===== src/rtl/alu32_trap.sv =====
module alu32_trap #(
  parameter int W = 32
) (
  input  logic         clk,
  input  logic         rst_n,
  input  logic         in_valid,
  input  logic [3:0]   op,
  input  logic         is_signed,
  input  logic [W-1:0] a,
  input  logic [W-1:0] b,
  input  logic [W-1:0] pc,
  output logic         out_valid,
  output logic [W-1:0] result,
  output logic         wr_en,
  output logic         flag_s,
  output logic         flag_z,
  output logic         flag_c,
  output logic         flag_p,
  output logic         uovf,
  output logic         trap_req,
  output logic [W-1:0] epc
);
  localparam int SHW = $clog2(W);
  localparam logic [3:0] OP_ADD = 4'd0, OP_SUB = 4'd1, OP_AND = 4'd2,
                         OP_OR  = 4'd3, OP_NOR = 4'd4, OP_SLL = 4'd5,
                         OP_SRL = 4'd6, OP_CMP = 4'd7, OP_TST = 4'd8;

  logic         negate;
  logic [W-1:0] b_eff;
  logic [W:0]   sum;
  logic         ovf_s;

  assign negate = (op == OP_SUB) || (op == OP_CMP);
  assign b_eff  = negate ? ~b : b;
  assign sum    = {1'b0, a} + {1'b0, b_eff} + {{W{1'b0}}, negate};
  assign ovf_s  = (a[W-1] == b_eff[W-1]) && (sum[W-1] != a[W-1]);

  logic [W-1:0] res_n;
  logic         cy_n, wr_n, trap_n, uovf_n;

  always_comb begin
    res_n  = '0;
    cy_n   = 1'b0;
    wr_n   = 1'b0;
    trap_n = 1'b0;
    uovf_n = 1'b0;
    unique case (op)
      OP_ADD: begin
        res_n  = sum[W-1:0];
        cy_n   = sum[W];
        trap_n = is_signed && ovf_s;
        uovf_n = !is_signed && sum[W];
        wr_n   = !trap_n;
      end
      OP_SUB: begin
        res_n  = sum[W-1:0];
        cy_n   = sum[W];
        trap_n = is_signed && ovf_s;
        wr_n   = !trap_n;
      end
      OP_CMP: begin
        res_n = sum[W-1:0];
        cy_n  = sum[W];
      end
      OP_AND: begin res_n = a & b;    wr_n = 1'b1; end
      OP_OR:  begin res_n = a | b;    wr_n = 1'b1; end
      OP_NOR: begin res_n = ~(a | b); wr_n = 1'b1; end
      OP_SLL: begin res_n = a << b[SHW-1:0]; wr_n = 1'b1; end
      OP_SRL: begin res_n = a >> b[SHW-1:0]; wr_n = 1'b1; end
      OP_TST: res_n = a & b;
      default: ;
    endcase
  end

  always_ff @(posedge clk) begin
    if (!rst_n) begin
      out_valid <= 1'b0;
      result    <= '0;
      wr_en     <= 1'b0;
      flag_s    <= 1'b0;
      flag_z    <= 1'b0;
      flag_c    <= 1'b0;
      flag_p    <= 1'b0;
      uovf      <= 1'b0;
      trap_req  <= 1'b0;
      epc       <= '0;
    end else begin
      out_valid <= in_valid;
      wr_en     <= in_valid && wr_n;
      uovf      <= in_valid && uovf_n;
      trap_req  <= in_valid && trap_n;
      if (in_valid) begin
        result <= res_n;
        flag_s <= res_n[W-1];
        flag_z <= (res_n == '0);
        flag_c <= cy_n;
        flag_p <= ~^res_n[7:0];
        if (trap_n) epc <= pc;
      end
    end
  end
endmodule



===== config.mk =====
export PLATFORM = sky130hd
export DESIGN_NAME = alu32_trap
export DESIGN_NICKNAME = d
export VERILOG_FILES = /design/src/rtl/alu32_trap.sv
export SDC_FILE = /design/constraint.sdc
export NUM_CORES = 1
export LEC_CHECK = 0
export BUFFER_PORTS_ARGS = -buffer_cell sky130_fd_sc_hd__buf_4
export CAP_MARGIN = 10
export CORE_UTILIZATION = 61
export DETAILED_ROUTE_END_ITERATION = 10
export PLACE_DENSITY_LB_ADDON = 0.2
export SYNTH_ARGS = -nofsm -noshare
export SYNTH_HDL_FRONTEND = slang
export SYNTH_SLANG_ARGS = --single-unit

===== constraint.sdc =====
create_clock -name clk -period 11.43 [get_ports clk]
set_clock_uncertainty 0.1 [all_clocks]
set_input_delay 1.143 -clock clk [delete_from_list [all_inputs] [get_ports clk]]
set_output_delay 1.143 -clock clk [all_outputs]
set_load 0.1 [all_outputs]

# Yosys cells after proc, flatten, opt, wreduce, memory -nomap -nowiden
# Cells that the tools add are included.
dict set report totals {
  inputBits 104
  word_cells 51
  regBits 72
  out_inout_bits 72
}
dict set report op_classes {
  eq_ne 10
  n_reduce_logical 17
  n_bitwise 4
  shifts 2
  n_mux 6
  add_sub_neg 2
}
# op n
set op_table {}
lappend op_table {{$pmux 32 s6} 1}
lappend op_table {{$not 32->32} 2}
lappend op_table {{$add 32x32->33} 1}
lappend op_table {{$add 33x1->33} 1}
lappend op_table {{$and 32x32->32} 1}
lappend op_table {{$logic_not 32->1} 1}
lappend op_table {{$mux 32} 1}
lappend op_table {{$or 32x32->32} 1}
lappend op_table {{$shl 32x5->32} 1}
lappend op_table {{$shr 32x5->32} 1}
lappend op_table {{$eq 4x3->1 const B} 4}
lappend op_table {{$eq 4x2->1 const B} 2}
lappend op_table {{$reduce_xnor 8->1} 1}
lappend op_table {{$logic_and 1x1->1} 6}
lappend op_table {{$reduce_or 5->1} 1}
lappend op_table {{$eq 4x1->1 const B} 1}
lappend op_table {{$eq 4x4->1 const B} 1}
lappend op_table {{$logic_not 4->1} 1}
lappend op_table {{$reduce_or 2->1} 2}
lappend op_table {{$mux 1} 3}
lappend op_table {{$reduce_or 3->1} 1}
lappend op_table {{$logic_not 1->1} 2}
lappend op_table {{$pmux 1 s2} 1}
lappend op_table {{$reduce_and 2->1} 1}
lappend op_table {{3 further kinds} 3}

# Depth between registers and ports, before layout
dict set report depth {
  depth_word 11
  mapped_depth 26
  depth_no_buf 21
}

# Least setup slack after synthesis
# Ideal clock, no wire load.
dict set report synth_timing {
  path_kind {input-to-reg}
  startpoint {in b[2]}
  endpoint {reg flag_z}
  cell_stages 23
  arrival_ps 5494
  required_ps 11271
  n_path_buf 7
  slack_ps 5777
  setup_ps 59
  path_cell_list {buf_2 > buf_2 > buf_2 > buf_2 > buf_2 > buf_1 > buf_1 > xnor2_1 > ha_1 > a221o_1 > a31oi_1 > o21a_1 > o21ai_0 > xor2_1 > a21oi_1 > ha_1 > and3_1 > nand3_1 > nor4_1 > and4_1 > nor4bb_1 > and4_1 > a31o_1}
}
dict set report synth_via {
  elab_chain_len 6
  word_cells_on_any_way 11
  cone_classes {2 x add/sub; 2 x shift; 2 x mux; 4 x bitwise; 1 x reduce/logical}
}
# element line
set synth_rtl {}
lappend synth_rtl {{from (decl)} 10} ;# input logic [W-1:0] b,
lappend synth_rtl {{$not 32->32} 34} ;# assign b_eff = negate ? ~b : b;
lappend synth_rtl {{$mux 32} 34}
lappend synth_rtl {{$add 32x32->33} 35} ;# assign sum = {1'b0, a} + {1'b0, b_eff} + {{W{1'b0}}, negate};
lappend synth_rtl {{$add 33x1->33} 35}
lappend synth_rtl {{$pmux 32 s6 (*)} 47} ;# unique case (op)
lappend synth_rtl {{$logic_not 32->1 (*)} 95} ;# flag_z <= (res_n == '0);
lappend synth_rtl {{to (signal assigned)} 95}
lappend synth_rtl {{to (decl)} 16} ;# output logic flag_z,
# Mark *: on every way between the ends. The rest lies on a longest branch, timed or not.
# A chain may end at the register's enable or synchronous reset.

# Final worst setup path
dict set report layout_timing {
  startpoint {in op[0]}
  endpoint {reg flag_z}
}
dict set report layout_via {
  elab_chain_len 7
  word_cells_on_any_way 17
  cone_classes {2 x add/sub; 8 x eq/ne; 2 x mux; 5 x reduce/logical}
}
# element line
set layout_rtl {}
lappend layout_rtl {{from (decl)} 7} ;# input logic [3:0] op,
lappend layout_rtl {{$eq 4x1->1 / $eq 4x3->1 (equally long branches)} {33, 47}}
lappend layout_rtl {{$logic_or 1x1->1} 33} ;# assign negate = (op == OP_SUB) || (op == OP_CMP);
lappend layout_rtl {{$mux 32} 34}
lappend layout_rtl {{$add 32x32->33} 35}
lappend layout_rtl {{$add 33x1->33} 35}
lappend layout_rtl {{$pmux 32 s6 (*)} 47}
lappend layout_rtl {{$logic_not 32->1 (*)} 95}
# Marks and branches as above.

==> results.json <==
{
  "reg2reg_to": "flag_z$_SDFFE_PN0P_",
  "fin_nets": 1579,
  "power.density_mw_per_mm2": 99.8,
  "ys.warnings.count": 0,
  "cts.sink_count": 71,
  "die-area_sq_mm": 0.0178,
  "clock_latency_ns": 0.33,
  "cp.arrival_ns": 6.19,
  "antenna_found_initial": 0,
  "syn_area_sq_mm": 0.0105,
  "detail_route.wl_per_cell_um": 26.0,
  "cp.depth": 22,
  "startpoint_type": "primary input",
  "hold_buffers": 0,
  "num_io_pins": 176,
  "multi_input_area_sq_mm": 0.00840,
  "period_share": 0.526,
  "syn_inst": 1373,
  "grt_pass1_vias": 11100,
  "synth_async_sr_flop_share": 0,
  "hold_viol": 0,
  "synth_seq_area_share": 0.135,
  "fmax_ghz": 0.166,
  "routabilityCongestion": 1.10,
  "die_w_um": 133,
  "synth_seq_cells": 71,
  "final_antenna_net_count": 0,
  "synth_flop_cell": "dfxtp_1",
  "grt_overflow": 0,
  "cp_num_buf_inv": 2,
  "clkSlewWorstSetupHoldPaths_ns": 0.06,
  "path_cells": "buf_4, nor2b_1, nand2_2, xnor2_1, inv_1, fa_1, nand2b_1, a21oi_1, nor2_1, xor2_1, o21ai_0, a21oi_1, o21ai_0, a21oi_1, ha_1, and3_1, nand3_1, nor4_1, and4_1, nor4bb_1, and4_1, a31o_1",
  "critical_path.endpoint": "flag_z$_SDFFE_PN0P_",
  "cpPeakStageDelay_ns": 0.68,
  "drive_gt1_frac": 0.203,
  "dr.pass1.iters": 6,
  "die_height_um": 133,
  "start_util": 0.629,
  "drv_cap": 0,
  "grt_pass1_wl_um": 65200,
  "drc": 0,
  "cp_top_family": "simple AND/OR/NAND/NOR gates",
  "cts_resized": 0,
  "r2r_cells": 2,
  "critPathLaunch": "op[0]",
  "crit_fanout": 32,
  "synth_nets": 1523,
  "area_growth_pct": 13.2,
  "layout.cells.non_filler": 1654,
  "peakVddDrop_mv": 0.0930,
  "maxSlewViolCount": 0,
  "drt_iter0_drc": 1887,
  "power.leakage_uw": 0.00505,
  "grt_usage": 0.477,
  "seqCellArea_sq_mm": 0.00142,
  "clock_path_buffers": 2,
  "setup_tns_ns": 0,
  "slew_headroom": 0.251,
  "outcome": "finished clean",
  "n_fill_cell": 1344,
  "cts_setup_buffers": 0,
  "rsz0062_at_grt": "no",
  "post-dp-hpwl_um": 32100,
  "whs_path_depth": 2,
  "numPortBuffers": 175,
  "cts_tree": "yes",
  "setup_viol": 0,
  "core_sq_mm": 0.0167,
  "post-place-cells": 1638,
  "r2r_setup_slack_ns": 10.58,
  "worst_pin_slew_ns": 1.12,
  "vias_per_cell": 7.36,
  "diodes": 0,
  "wirelength_um": 42900,
  "synth-edff-count": 0,
  "htreeDepth": 3,
  "worstPathRequired_ns": 11.62,
  "avgSynthCellArea_sq_um": 7.65,
  "hp-class": "reg2reg",
  "end_kind": "register",
  "r2r_start": "flag_z$_SDFFE_PN0P_",
  "min_period_ns": 6.01,
  "grt_max_degree": 73,
  "crit_top_cell": "a21oi_1",
  "numCtsBuffers": 9,
  "slowest_stage": "nand2_2",
  "vias": 12200,
  "crit_type": "in2reg",
  "cts-root-buf": "clkbuf_16",
  "synth.distinct_cells": 89,
  "core.rowCount": 47
}
area by class of cell:
type,count,area share
clock buffer,9,0.0189
clock inverter,7,0.00515
tap,220,0.0231
timing repair buffer,190,0.120
multi-input combinational,1133,0.706
sequential,71,0.119
inverter,24,0.00757
stage by stage:
step                hold slack [ns]  power, uW  utilization  worst slack [ns]  cell area, sq um
floorplan                     0.807        714            -              5.78             10500
global placement              0.353        886        0.695              5.36             11600
detailed placement            0.356        891        0.695              5.30             11600
CTS                           0.366       1160        0.712              5.56             11900
global route                  0.396       1230        0.712              5.06             11900
finish                        0.366       1190        0.712              5.42             11900
metal layers:
metal	vias to the layer above	part of all wire	GRT usage
met3	226	0.14	0.137
met2	992	0.42	0.717
met1	5647	0.37	0.628
li1	5312	-	-
met5	-	0	0
met4	0	0.062	0.225
registers in the layout, indices dropped and copies added, names as in the netlist:
signal / cells
wr_en: 1
result: 32
flag_p: 1
uovf: 1
flag_c: 1
flag_z: 1
out_valid: 1
epc: 32
trap_req: 1
cells by family (layout without fill, tap and decap cells):
group           Yosys count  count (layout)  share of synthesized area
mux                     171             171                      0.219
compound gates          393             393                      0.255
buf+inv                 169             230                     0.0685
fa+ha+maj                63              63                     0.0717
xor+xnor                 50              50                     0.0417
simple gates            456             456                      0.209
flops                    71              71                      0.135
power by group:
| group | switching [uW] | total, uW | internal (uW) |
|---|---|---|---|
| clock network | 119 | 270 | 151 |
| registers | 6.67 | 266 | 259 |
| logic | 431 | 651 | 220 |
| total | 557 | 1190 | 630 |
cells in the mapped netlist (7+ instances only):
library cell	number	share of area
a311oi_1	7	0.0058
and3_1	12	0.0071
mux2_2	22	0.024
o21ai_0	66	0.031
nor2b_1	13	0.0077
a21oi_1	96	0.046
a211o_1	7	0.0058
and2_1	10	0.0060
a221oi_1	15	0.013
maj3_1	17	0.016
o21a_1	12	0.0086
dfxtp_1	71	0.14
mux2i_1	101	0.096
xor2_1	7	0.0058
nand2b_1	14	0.0083
xnor2_1	43	0.036
clkbuf_1	94	0.034
or3_1	11	0.0065
buf_1	16	0.0057
o21ai_1	10	0.0048
mux4_2	45	0.096
a21o_1	18	0.013
nand2_1	99	0.035
a31oi_1	13	0.0077
nor2_1	144	0.051
nand3_1	43	0.020
o221ai_1	8	0.0067
o22ai_1	11	0.0065
nor3_1	50	0.024
o211ai_1	19	0.014
a211oi_1	34	0.024
a22oi_1	12	0.0086
buf_2	28	0.013
a221o_1	7	0.0067
inv_1	21	0.0075
ha_1	45	0.054
nand4_1	22	0.013
tightest hold or removal path: cells and delay by family (launching register included):
kind / cells / cell delay (ns)
flip-flops: 1 / 0.31
AO/OA/AOI/OAI: 1 / 0.05
AND/OR/NAND/NOR: 1 / 0.06
how the worst min path moves through the flow:
| stage | start | to | slack, ns |
|---|---|---|---|
| global route | result[30]$_SDFFE_PN0P_ | result[30]$_SDFFE_PN0P_ | 0.40 |
| CTS | result[30]$_SDFFE_PN0P_ | result[30]$_SDFFE_PN0P_ | 0.37 |
| detailed placement | result[30]$_SDFFE_PN0P_ | result[30]$_SDFFE_PN0P_ | 0.36 |
| finish | result[30]$_SDFFE_PN0P_ | result[30]$_SDFFE_PN0P_ | 0.37 |
| global placement | result[30]$_SDFFE_PN0P_ | result[30]$_SDFFE_PN0P_ | 0.35 |
| floorplan | result[30]$_SDFFE_PN0P_ | result[30]$_SDFFE_PN0P_ | 0.81 |
cells in the final DEF (no fill, tap or decap), types with 10 or more instances in the layout:
master | synthesis | layout
a21o_1 | 18 | 18
inv_1 | 21 | 21
a22oi_1 | 12 | 12
dfxtp_1 | 71 | 71
xnor2_1 | 43 | 43
buf_4 | 3 | 190
nor3_1 | 50 | 50
nor2_1 | 144 | 144
o22ai_1 | 11 | 11
nand3_1 | 43 | 43
o211ai_1 | 19 | 19
a221oi_1 | 15 | 15
mux4_2 | 45 | 45
a211oi_1 | 34 | 34
o21ai_0 | 66 | 66
and3_1 | 12 | 12
maj3_1 | 17 | 17
nand2_1 | 99 | 98
and2_1 | 10 | 10
mux2_2 | 22 | 22
nand4_1 | 22 | 22
a21oi_1 | 96 | 96
or3_1 | 11 | 11
mux2i_1 | 101 | 101
o21a_1 | 12 | 12
nor2b_1 | 13 | 13
nand2b_1 | 14 | 14
ha_1 | 45 | 45
a31oi_1 | 13 | 13
(Power assumes the default switching activity.)
